**src/rtl/pfd_pkg.sv**
```systemverilog
package pfd_pkg;
  typedef enum logic [1:0] {
    ST_IDLE = 2'd0,
    ST_UP   = 2'd1,
    ST_DN   = 2'd2,
    ST_OVL  = 2'd3
  } pfd_state_e;
endpackage

```
**src/rtl/pfd_edge_sync.sv**
```systemverilog
module pfd_edge_sync #(
  parameter int STAGES = 2
) (
  input  logic clk,
  input  logic rst,
  input  logic din,
  output logic rise
);
  logic [STAGES-1:0] sh_q;
  logic              last_q;

  generate
    if (STAGES == 1) begin : g_single
      always_ff @(posedge clk) begin
        if (rst) sh_q <= '0;
        else     sh_q <= din;
      end
    end else begin : g_chain
      always_ff @(posedge clk) begin
        if (rst) sh_q <= '0;
        else     sh_q <= {sh_q[STAGES-2:0], din};
      end
    end
  endgenerate

  always_ff @(posedge clk) begin
    if (rst) last_q <= 1'b0;
    else     last_q <= sh_q[STAGES-1];
  end

  assign rise = sh_q[STAGES-1] & ~last_q;

  // a detected edge is never reported in two consecutive cycles
  assert_single_pulse_R1: assert property (@(posedge clk) disable iff (rst)
    rise |=> !rise);
endmodule

```
**src/rtl/pfd_period_meter.sv**
```systemverilog
module pfd_period_meter #(
  parameter int PER_W = 12
) (
  input  logic             clk,
  input  logic             rst,
  input  logic             tick,
  output logic [PER_W-1:0] period
);
  localparam logic [PER_W-1:0] CNT_MAX = '1;
  localparam logic [PER_W-1:0] CNT_ONE = PER_W'(1);

  logic [PER_W-1:0] cnt_q;
  logic             seen_q;

  always_ff @(posedge clk) begin
    if (rst) begin
      cnt_q  <= '0;
      seen_q <= 1'b0;
      period <= CNT_MAX;
    end else if (tick) begin
      cnt_q  <= CNT_ONE;
      seen_q <= 1'b1;
      if (seen_q) period <= cnt_q;
    end else if (cnt_q != CNT_MAX) begin
      cnt_q <= cnt_q + CNT_ONE;
    end
  end

  assert_saturate_R9: assert property (@(posedge clk) disable iff (rst)
    (cnt_q == CNT_MAX && !tick) |=> (cnt_q == CNT_MAX));

  assert_period_hold_R7: assert property (@(posedge clk) disable iff (rst)
    !tick |=> $stable(period));
endmodule

```
**src/rtl/pfd_core.sv**
```systemverilog
module pfd_core
  import pfd_pkg::*;
#(
  parameter int PER_W = 12,
  parameter int OVL_W = 4
) (
  input  logic             clk,
  input  logic             rst,
  input  logic             ref_rise,
  input  logic             fb_rise,
  input  logic             limit_en,
  input  logic             limit_sel,
  input  logic [OVL_W-1:0] ovl,
  input  logic [PER_W-1:0] period,
  output logic             up_o,
  output logic             upb_o,
  output logic             dn_o,
  output logic             dnb_o
);
  localparam logic [PER_W-1:0] LEAD_MAX = '1;
  localparam logic [PER_W-1:0] LEAD_ONE = PER_W'(1);
  localparam logic [OVL_W-1:0] OVL_ONE  = OVL_W'(1);

  pfd_state_e       st_q, st_n;
  logic [PER_W-1:0] lead_q, lead_n;
  logic [OVL_W-1:0] ovc_q, ovc_n;
  logic             up_n, dn_n;
  logic [PER_W-1:0] lim, lim_eff;

  always_comb begin
    lim     = limit_sel ? (period >> 3) : (period >> 2);
    lim_eff = (lim == '0) ? LEAD_ONE : lim;
  end

  always_comb begin
    st_n   = st_q;
    lead_n = lead_q;
    ovc_n  = ovc_q;
    up_n   = 1'b0;
    dn_n   = 1'b0;
    case (st_q)
      ST_IDLE: begin
        if (ref_rise && fb_rise) begin
          st_n = ST_OVL; ovc_n = '0; up_n = 1'b1; dn_n = 1'b1;
        end else if (ref_rise) begin
          st_n = ST_UP; lead_n = LEAD_ONE; up_n = 1'b1;
        end else if (fb_rise) begin
          st_n = ST_DN; dn_n = 1'b1;
        end
      end
      ST_UP: begin
        if (fb_rise) begin
          st_n = ST_OVL; ovc_n = '0; up_n = 1'b1; dn_n = 1'b1;
        end else begin
          up_n = !limit_en || (lead_q < lim_eff);
          if (lead_q != LEAD_MAX) lead_n = lead_q + LEAD_ONE;
        end
      end
      ST_DN: begin
        if (ref_rise) begin
          st_n = ST_OVL; ovc_n = '0; up_n = 1'b1; dn_n = 1'b1;
        end else begin
          dn_n = 1'b1;
        end
      end
      default: begin
        if (ovc_q == ovl) begin
          st_n = ST_IDLE;
        end else begin
          ovc_n = ovc_q + OVL_ONE;
          up_n  = 1'b1;
          dn_n  = 1'b1;
        end
      end
    endcase
  end

  always_ff @(posedge clk) begin
    if (rst) begin
      st_q   <= ST_IDLE;
      lead_q <= '0;
      ovc_q  <= '0;
      up_o   <= 1'b0;
      upb_o  <= 1'b1;
      dn_o   <= 1'b0;
      dnb_o  <= 1'b1;
    end else begin
      st_q   <= st_n;
      lead_q <= lead_n;
      ovc_q  <= ovc_n;
      up_o   <= up_n;
      upb_o  <= ~up_n;
      dn_o   <= dn_n;
      dnb_o  <= ~dn_n;
    end
  end

  assert_lead_dir_R1: assert property (@(posedge clk) disable iff (rst)
    (st_q == ST_IDLE && ref_rise && !fb_rise) |=> (up_o && !dn_o));

  assert_clear_together_R2: assert property (@(posedge clk) disable iff (rst)
    $fell(dn_o) |-> !up_o);

  assert_overlap_R3: assert property (@(posedge clk) disable iff (rst)
    $fell(dn_o) |-> $past(up_o));

  assert_ovl_both_R3: assert property (@(posedge clk) disable iff (rst)
    (st_q == ST_OVL) |-> (up_o && dn_o));

  assert_limit_cut_R4: assert property (@(posedge clk) disable iff (rst)
    (st_q == ST_UP && limit_en && lead_q >= lim_eff && !fb_rise) |=> !up_o);

  assert_dn_uncut_R5: assert property (@(posedge clk) disable iff (rst)
    (st_q == ST_DN && !ref_rise) |=> dn_o);

  assert_complement_R6: assert property (@(posedge clk) disable iff (rst)
    (up_o != upb_o) && (dn_o != dnb_o));
endmodule

```
**src/rtl/pfd_pulse_limit.sv**
```systemverilog
module pfd_pulse_limit #(
  parameter int SYNC_STAGES = 2,
  parameter int PER_W       = 12,
  parameter int OVL_W       = 4
) (
  input  logic             clk,
  input  logic             rst,
  input  logic             ref_in,
  input  logic             fbk_in,
  input  logic             limit_en,
  input  logic             limit_sel,
  input  logic [OVL_W-1:0] ovl_cycles,
  output logic             pump_up,
  output logic             pump_up_b,
  output logic             pump_dn,
  output logic             pump_dn_b
);
  logic             ref_rise, fb_rise;
  logic [PER_W-1:0] ref_period;

  pfd_edge_sync #(.STAGES(SYNC_STAGES)) u_ref_edge (
    .clk(clk), .rst(rst), .din(ref_in), .rise(ref_rise)
  );

  pfd_edge_sync #(.STAGES(SYNC_STAGES)) u_fb_edge (
    .clk(clk), .rst(rst), .din(fbk_in), .rise(fb_rise)
  );

  pfd_period_meter #(.PER_W(PER_W)) u_meter (
    .clk(clk), .rst(rst), .tick(ref_rise), .period(ref_period)
  );

  pfd_core #(.PER_W(PER_W), .OVL_W(OVL_W)) u_core (
    .clk(clk), .rst(rst),
    .ref_rise(ref_rise), .fb_rise(fb_rise),
    .limit_en(limit_en), .limit_sel(limit_sel),
    .ovl(ovl_cycles), .period(ref_period),
    .up_o(pump_up), .upb_o(pump_up_b),
    .dn_o(pump_dn), .dnb_o(pump_dn_b)
  );

  assert_reset_clear_R8: assert property (@(posedge clk)
    rst |=> (!pump_up && !pump_dn && pump_up_b && pump_dn_b));
endmodule

```
**config.mk**
```make
export PLATFORM = sky130hd
export DESIGN_NAME = pfd_pulse_limit
export DESIGN_NICKNAME = d
export VERILOG_FILES = /design/src/rtl/pfd_pkg.sv /design/src/rtl/pfd_edge_sync.sv /design/src/rtl/pfd_period_meter.sv /design/src/rtl/pfd_core.sv /design/src/rtl/pfd_pulse_limit.sv
export SDC_FILE = /design/constraint.sdc
export NUM_CORES = 1
export LEC_CHECK = 0
export BUFFER_PORTS_ARGS = -buffer_cell sky130_fd_sc_hd__buf_2
export CAP_MARGIN = 40
export CORE_ASPECT_RATIO = 0.75
export CORE_MARGIN = 5
export CORE_UTILIZATION = 55
export CTS_CLUSTER_DIAMETER = 30
export DETAILED_ROUTE_END_ITERATION = 8
export HOLD_SLACK_MARGIN = 0.15
export PLACE_DENSITY_LB_ADDON = 0.08
export SYNTH_ARGS = -nofsm -noshare
export SYNTH_HDL_FRONTEND = slang
export SYNTH_HIERARCHICAL = 1
export SYNTH_SLANG_ARGS = --single-unit
export TNS_END_PERCENT = 5
```
**constraint.sdc**
```tcl
create_clock -name clk -period 3.7 [get_ports clk]
set_clock_uncertainty 0.15 [all_clocks]
set_input_delay 0.37 -clock clk [delete_from_list [all_inputs] [get_ports clk]]
set_output_delay 0.37 -clock clk [all_outputs]
set_load 0.005 [all_outputs]
```
==> flow_summary_export.csv, run 1 <==
group,metric,value,unit
yosys,syn_area,2730,um2
detailed_routing,wl,5.86,mm
floorplan,die-height,71.0,um
placed_design,place.gp.congestion,0.809,
power,peakVddDrop,0.000294,V
setup_path,crit_buf_inv,1,
job,drv_cap,0,
timing,final_max_slew_viol_count,0,
timing,worst_pin_slew,613,ps
floorplan,io_pins,14,
timing,period_share,61.1,%
finish,area_delta_synth_final,8.98,%
yosys,syn_inst,307,
floorplan,die_w,91.4,um
finish,post-route-util,61.4,%
cts,cts_resized,0,
detailed_routing,vias,2314,
hold_path,hold_path_class,"reg -> reg",
setup_path,cpMaxStageDelayCell,"o311ai_0",
finish,drive_gt1_share,9.72,%
finish,final_common_cell,"dfxtp_1",
placed_design,place_hpwl,4.23,mm
detailed_routing,ant_nets,0,
cts,htreeDepth,2,
detailed_routing,drcViolationCount,0,
power,clockPowerShare,35.8,%
global_route,grt_max_degree,32,
outcome,status,"finished, final reports clean",
global_route,met3_usage,4.36,%
power,p_leak,1.23,nW
yosys,synth_warnings,6,
placed_design,port_buffers,13,
detailed_routing,wl_per_cell,15.5,um
timing,final-setup-viol-count,0,
setup_path,cp.required,3800,ps
timing,max_slew_margin,58.8,%
timing,setup_tns,0,ps
finish,fin_nets,344,
yosys,syn-mean-instance-area,8.89,um2
power,powerDensity,427,nW/um2
global_route,grt_pass1_wl,10.0,mm
timing,rsz0062_at_grt,"no",
cts,cts_made_buffers,5,
setup_path,cp_max_fo,11,
setup_path,cp_top_family,"compound AO/OA/AOI/OAI gates",
detailed_routing,dr.pass1.iters,4,
global_route,grt_usage,18.7,%
global_route,grtUsageMet2,28.6,%
finish,fillers,433,
power,p_int,0.000934,W
floorplan,rows,22,
floorplan,die-area,6490,um2
floorplan,initial_utilization,56.4,%
cts,cts.reportedPaths.clkPinSlew,90,ps
setup_path,criticalPathCategory,"in -> reg",
cts,cts_tree,"done",
cts,cts_root_buf,"clkbuf_8",
power,swShare,26.5,%
power,power.share.sequential,47.1,%
setup_path,worstPathArrival,2360,ps
power,finalPower,0.00127,W
setup_path,crit_chain,"buf_2 > mux2i_1 > ha_1 > a21o_1 > a2111oi_2 > nand2_1 > o311ai_0 > and2_1",
cts,clkLatencyLatePin,300,ps
power,power.switching,0.000337,W
finish,layout_common_cells,"dfxtp_1 (51), nor2_1 (24), nand2_1 (18)",
timing,min_period,2260,ps
finish,num_antenna_cells,0,
global_route,grt_pass1_vias,2097,
detailed_routing,drt-initial-drc-count,190,
global_route,grt.busiest_layer,"met2",
global_route,antenna_found_initial,0,
global_route,grtUsageMet1,27.0,%
global_route,grt-ovfl-total,0,
timing,max_freq,442,MHz
setup_path,cp-start-kind,"primary input",
detailed_routing,viasPerCell,6.11,
cts,clk_path_buf_depth,2,
power,combinationalPowerShare,17.1,%
yosys,syn-num-nets,333,
setup_path,max_stage_delay,400,ps
timing,final_hold_viol_count,0,
setup_path,critPathCaptureType,"register",
floorplan,core_area,4840,um2
cts,numClockSinks,51,
[state kept, by name, indices dropped and copies added, names as in the netlist]
name / cells
u_ref_edge/sh_q: 2
u_ref_edge/last_q: 1
u_fb_edge/sh_q: 2
u_meter/seen_q: 1
u_core/upb_o: 1
u_meter/period: 10
u_core/ovc_q: 4
u_meter/cnt_q: 12
u_core/st_q: 2
u_core/dn_o: 1
u_core/up_o: 1
u_core/lead_q: 12
u_fb_edge/last_q: 1
u_core/dnb_o: 1
[repair_timing]
item / CTS / global route
buffers inserted: 0 / 0
endpoints found under the hold margin: 2 / 0
hold buffers: 2 / 0
[metal layers]
metal | routed length [um] | up-vias | share of wire, %
li1 | - | 1166 | -
met1 | 2960 | 1091 | 50
met3 | 347 | 5 | 5.9
met5 | 0 | - | 0
met4 | 33 | 0 | 0.56
met2 | 2520 | 52 | 43
[area by class of cell]
class,count,area (um2),area share (%)
Sequential cell,51,1020,34.3
Timing Repair Buffer,16,92.6,3.11
Clock buffer,5,68.8,2.31
Multi-Input combinational cell,235,1620,54.3
Clock inverter,3,67.6,2.27
Tap cell,60,75.1,2.52
Inverter,9,33.8,1.14
[per-stage QoR]
| stage | std cells | area, um2 | setup WS [ps] | hold WS, ps |
|---|---|---|---|---|
| after global placement | 369 | 2820 | 1190 | 269 |
| after floorplan | 307 | 2730 | 1380 | 264 |
| after detailed placement | 369 | 2820 | 1130 | 285 |
| final | 379 | 2980 | 1440 | 294 |
| after CTS | 379 | 2980 | 1440 | 302 |
| after global routing | 379 | 2980 | 1270 | 308 |
[power by group through the flow]
stage | logic, W | clock network, W | registers, W
6_report | 0.000217 | 0.000455 | 0.000599
5_1_grt | 0.000244 | 0.000495 | 0.000603
4_1_cts | 0.000215 | 0.000466 | 0.000598
3_5_place_dp | 0.000212 | 0 | 0.000611
3_3_place_gp | 0.000206 | 0 | 0.000610
2_1_floorplan | 0.000162 | 0 | 0.000606
[final timing paths]
path / start / to / slack, ps / cells past startpoint
min reg2reg: u_fb_edge/sh_q[0] / u_fb_edge/sh_q[1] / 290 / 1
max reg2reg: u_meter/period[11] / u_core/up_o / 1450 / 7
min: u_fb_edge/sh_q[0] / u_fb_edge/sh_q[1] / 290 / 1
max: limit_sel / u_core/up_o / 1440 / 8
No activity file was read; power rests on OpenSTA's default activity.
==> inputs of run 2 (changes only) <==
==> constraint.sdc (replaced) <==
create_clock -name clk -period 2.1 [get_ports clk]
set_clock_uncertainty 0.15 [all_clocks]
set_input_delay 0.21 -clock clk [delete_from_list [all_inputs] [get_ports clk]]
set_output_delay 0.21 -clock clk [all_outputs]
set_load 0.005 [all_outputs]
==> flow_summary_export.csv, run 2 (same netlist as run 1, synthesis figures left out) <==
group,metric,value,unit
setup_path,criticalPathCategory,"reg -> reg",
cts,htreeDepth,2,
power,powerDensity,702,nW/um2
cts,cts_made_buffers,5,
outcome,status,"finished, final reports clean",
detailed_routing,wl,6.02,mm
timing,final-setup-viol-count,0,
power,clockPowerShare,32.6,%
cts,numClockSinks,51,
power,combinationalPowerShare,19.7,%
power,power.share.sequential,47.7,%
placed_design,place_hpwl,4.47,mm
cts,clk_path_buf_depth,2,
timing,setup_tns,0,ps
cts,cts_tree,"done",
setup_path,rr_startpoint,"u_core/st_q[0]",
setup_path,reg2reg_to,"u_core/lead_q[3]",
finish,area_delta_synth_final,14.5,%
detailed_routing,wl_per_cell,15.2,um
finish,fin_nets,361,
timing,final_hold_viol_count,0,
detailed_routing,dr.pass1.iters,4,
timing,worst_pin_slew,573,ps
detailed_routing,vias,2362,
detailed_routing,drt-initial-drc-count,244,
timing,min_period,2020,ps
floorplan,die-area,6490,um2
global_route,grt_pass1_wl,10.5,mm
setup_path,cpMaxStageDelayCell,"mux2i_1",
hold_path,hold_path_class,"in -> reg",
timing,worst_slack,81.0,ps
power,p_leak,1.31,nW
setup_path,reg2reg_depth,7,
power,power.switching,0.000629,W
setup_path,cp-start-kind,"register",
placed_design,place.gp.congestion,0.841,
timing,rsz0062_at_grt,"yes",
global_route,antenna_found_initial,0,
timing,final_max_slew_viol_count,0,
finish,num_antenna_cells,0,
finish,final_common_cell,"dfxtp_1",
cts,clkLatencyLatePin,320,ps
hold_path,hold_depth,4,
floorplan,core_area,4840,um2
setup_path,critPathCaptureType,"register",
power,peakVddDrop,0.000611,V
cts,cts.reportedPaths.clkPinSlew,100,ps
timing,max_slew_margin,61.4,%
detailed_routing,drcViolationCount,0,
timing,holdWs,163,ps
timing,max_freq,495,MHz
power,finalPower,0.00219,W
hold_path,hold_end,"u_core/upb_o",
setup_path,worstPathArrival,2070,ps
power,swShare,28.7,%
cts,cts_root_buf,"clkbuf_8",
finish,final_cells,396,
setup_path,ff2ff_setup_slack,80,ps
floorplan,die-height,71.0,um
setup_path,crit_chain,"inv_1 > ha_1 > mux2i_1 > nor2_2 > nand3_1 > xor2_1 > nor2_1",
setup_path,max_stage_delay,480,ps
detailed_routing,viasPerCell,5.96,
hold_path,min-delay-start,"limit_en",
placed_design,port_buffers,13,
global_route,grt_usage,19.5,%
global_route,grt_pass1_vias,2238,
floorplan,die_w,91.4,um
setup_path,cp_max_fo,8,
floorplan,io_pins,14,
detailed_routing,ant_nets,0,
power,p_int,0.00156,W
floorplan,rows,22,
placed_design,dp.cells,384,
job,drv_cap,0,
finish,drive_gt1_share,14.6,%
setup_path,cp.required,2150,ps
placed_design,place_ws,-66.7,ps
finish,reg_top3,"u_core/lead_q: 12 flops, u_meter/cnt_q: 12 flops, u_meter/period: 10 flops",
floorplan,initial_utilization,56.4,%
global_route,grt-ovfl-total,0,
global_route,grt_max_degree,18,
finish,layout_common_cells,"dfxtp_1 (50), nor2_1 (23), nand2_1 (18)",
timing,period_share,96.1,%
[run 2: cell type report]
class / instances / area (um2)
clock inverters: 3 / 47.5
flip-flops and latches: 51 / 1020
fillers: 431 / 1720
well taps: 60 / 75.1
clock buffers: 5 / 68.8
inverters: 9 / 33.8
repair buffers: 33 / 225
multi-input cells: 235 / 1650
[run 2: power by group through the flow]
stage | Clock, W | Sequential, W | Combinational (W)
3_5_place_dp | 0 | 0.00107 | 0.000416
5_1_grt | 0.000778 | 0.00105 | 0.000486
4_1_cts | 0.000734 | 0.00105 | 0.000425
6_report | 0.000716 | 0.00105 | 0.000431
2_1_floorplan | 0 | 0.00107 | 0.000286
3_3_place_gp | 0 | 0.00107 | 0.000410
[run 2: worst max-delay path, delay by kind of cell, from the launching register on]
kind,cells,cell delay [ps]
flops,1,350
mux,1,480
xor+xnor,1,180
buf+inv,1,90
simple gates,3,330
fa+ha+maj,1,320
[run 2: worst max-delay path by stage]
stage | startpoint | endpoint | slack, ps | depth (start not counted)
final | u_core/st_q[0] | u_core/lead_q[3] | 80 | 7
after global routing | u_core/st_q[0] | u_core/lead_q[2] | -50 | 7
after CTS | u_meter/period[10] | u_core/up_o | 20 | 7
after detailed placement | limit_sel | u_core/up_o | -70 | 8
after global placement | limit_sel | u_core/up_o | 3 | 8
after floorplan | limit_sel | u_core/up_o | 8 | 8
[run 2: metrics by stage]
stage,instance area [um2],utilization [%]
after floorplan,2730,-
after global placement,2930,60.5
after detailed placement,2930,60.5
after CTS,3100,63.9
after global routing,3130,64.5
final,3130,64.5
[run 2: what timing repair did]
item,in CTS,in global routing
pin swaps,0,4
setup endpoints to repair,1,13
buffers inserted,0,0
hold buffers,4,0
gates resized for setup,1,5
hold endpoints to repair,8,0
gates cloned,0,0
[run 2: per-layer routing]
layer  vias up  wire, um  track usage [%]
met5         -         0                0
met4         0        47             6.35
met3         5       295             4.14
met2        41      2520             28.2
met1      1113      3150             29.0
li1       1203         -                -
==> inputs of run 3 (changes only) <==
--- a/config.mk
+++ b/config.mk
@@ -5,10 +5,10 @@
 export SDC_FILE = /design/constraint.sdc
 export NUM_CORES = 1
 export LEC_CHECK = 0
+export ABC_AREA = 1
 export BUFFER_PORTS_ARGS = -buffer_cell sky130_fd_sc_hd__buf_2
 export CAP_MARGIN = 40
 export CORE_ASPECT_RATIO = 0.75
-export CORE_MARGIN = 5
 export CORE_UTILIZATION = 55
 export CTS_CLUSTER_DIAMETER = 30
 export DETAILED_ROUTE_END_ITERATION = 8
==> flow_summary_export.csv, run 3 <==
group,metric,value,unit
cts,numClockSinks,51,
finish,num_antenna_cells,0,
floorplan,die-height,63.7,um
detailed_routing,wl,5.58,mm
setup_path,worstPathArrival,2110,ps
outcome,status,"finished, final reports clean",
detailed_routing,drt-initial-drc-count,120,
setup_path,cp_max_fo,7,
finish,reg_top3,"u_core/lead_q: 12 flops, u_meter/cnt_q: 12 flops, u_meter/period: 10 flops",
finish,final_common_cell,"nand2_1",
finish,fillers,441,
setup_path,cp-start-kind,"register",
detailed_routing,dr.pass1.iters,4,
floorplan,io_pins,14,
setup_path,critPathCaptureType,"register",
hold_path,hold_path_class,"in -> reg",
yosys,syn-mean-instance-area,6.95,um2
timing,worst_pin_slew,494,ps
detailed_routing,ant_nets,0,
yosys,syn_inst,401,
floorplan,rows,22,
global_route,grt_pass1_vias,2229,
finish,fin_nets,453,
detailed_routing,drcViolationCount,0,
setup_path,crit_buf_inv,1,
floorplan,die_w,84.2,um
detailed_routing,wl_per_cell,11.4,um
timing,final_max_slew_viol_count,0,
setup_path,cp.required,2190,ps
finish,fin_area,3200,um2
setup_path,crit_top_cell,"nand2_1",
placed_design,place.gp.congestion,0.820,
placed_design,place_area,2920,um2
global_route,grt_usage,22.7,%
global_route,antenna_found_initial,0,
setup_path,criticalPathCategory,"reg -> reg",
finish,drive_gt1_share,14.0,%
timing,final_hold_viol_count,0,
detailed_routing,viasPerCell,5.10,
placed_design,port_buffers,13,
floorplan,initial_utilization,57.2,%
cts,cts_made_buffers,5,
detailed_routing,vias,2488,
timing,worst_slack,82.5,ps
job,drv_cap,0,
timing,final-setup-viol-count,0,
power,p_leak,1.56,nW
floorplan,core_area,4870,um2
global_route,grt-ovfl-total,0,
finish,area_delta_synth_final,14.6,%
cts,clk_path_buf_depth,2,
power,peakVddDrop,0.000659,V
global_route,grt_max_degree,17,
setup_path,max_stage_delay,380,ps
yosys,syn-num-nets,427,
cts,cts.reportedPaths.clkPinSlew,90,ps
timing,min_period,2020,ps
cts,cts_root_buf,"clkbuf_8",
timing,max_freq,496,MHz
yosys,synth_warnings,6,
cts,clkLatencyLatePin,310,ps
setup_path,crit_chain,"ha_4 > nand2_2 > nor3_4 > nand2_1 > o21ai_1 > nand2_1 > nand2_4 > o21ai_4 > inv_2 > o31ai_1 > a21oi_1",
placed_design,place_ws,60.0,ps
floorplan,die-area,5360,um2
cts,htreeDepth,2,
setup_path,ff2ff_setup_slack,80,ps
timing,period_share,96.1,%
power,powerDensity,869,nW/um2
setup_path,cpMaxStageDelayCell,"dfxtp_4",
setup_path,cp_top_family,"simple AND/OR/NAND/NOR gates",
global_route,grt_pass1_wl,9.81,mm
timing,max_slew_margin,67.0,%
finish,layout_common_cells,"nand2_1 (107), inv_1 (62), dfxtp_1 (47)",
placed_design,place_hpwl,4.08,mm
cts,cts_tree,"done",
yosys,syn_area,2790,um2
==> run 3: final cells by class <==
type,count,area (um2),area share [%]
clock inverters,3,67.6,2.11
flip-flops and latches,51,1030,32.3
inverters,65,246,7.71
clock buffers,5,68.8,2.15
repair buffers,25,168,5.25
well taps,60,75.1,2.35
multi-input cells,279,1540,48.2
==> run 3: stage by stage <==
step	utilization (%)	hold WS, ps	TNS (ps)	total power (W)	cells
detailed placement	60.0	244	0	0.00187	473
global placement	60.0	241	0	0.00186	473
finish	65.6	197	0	0.00278	488
floorplan	-	129	0	0.00170	401
global route	65.6	242	-147	0.00299	488
CTS	63.8	179	0	0.00269	486
==> run 3: worst min-delay path, cell delays in order <==
cell and delay, ps:
buf_2 100, inv_1 50, nor2_1 40, nand2_1 60
nand2_1 60, nand2_1 60, nand2_1 40
==> run 3: repair_timing <==
item                                   CTS  global route
buffers inserted                         0             2
gates resized for setup                  0            19
setup endpoints to repair                0            13
endpoints found under the hold margin   11             0
hold buffers                             5             0
==> run 3: worst paths after layout <==
path / start / endpoint / depth (start not counted)
max reg2reg: u_core/lead_q[1] / u_core/lead_q[4] / 11
min reg2reg: u_fb_edge/sh_q[0] / u_fb_edge/sh_q[1] / 2
max: u_core/lead_q[1] / u_core/lead_q[4] / 11
min: limit_en / u_core/upb_o / 7
==> run 3: power breakdown <==
group / internal [W] / leakage (nW) / switching [W] / total (W)
Clock: 0.000475 / 0.0644 / 0.000332 / 0.000807
Sequential: 0.00106 / 0.417 / 0.0000756 / 0.00114
Combinational: 0.000315 / 1.08 / 0.000516 / 0.000831
Total: 0.00185 / 1.56 / 0.000923 / 0.00278
==> run 3: per-layer routing <==
layer / routed length (um) / vias to the layer above / global-route usage [%]
li1: - / 1335 / -
met1: 2980 / 1103 / 33.4
met2: 2340 / 41 / 34.3
met3: 207 / 9 / 4.33
met4: 51 / 0 / 5.17
met5: 0 / - / 0
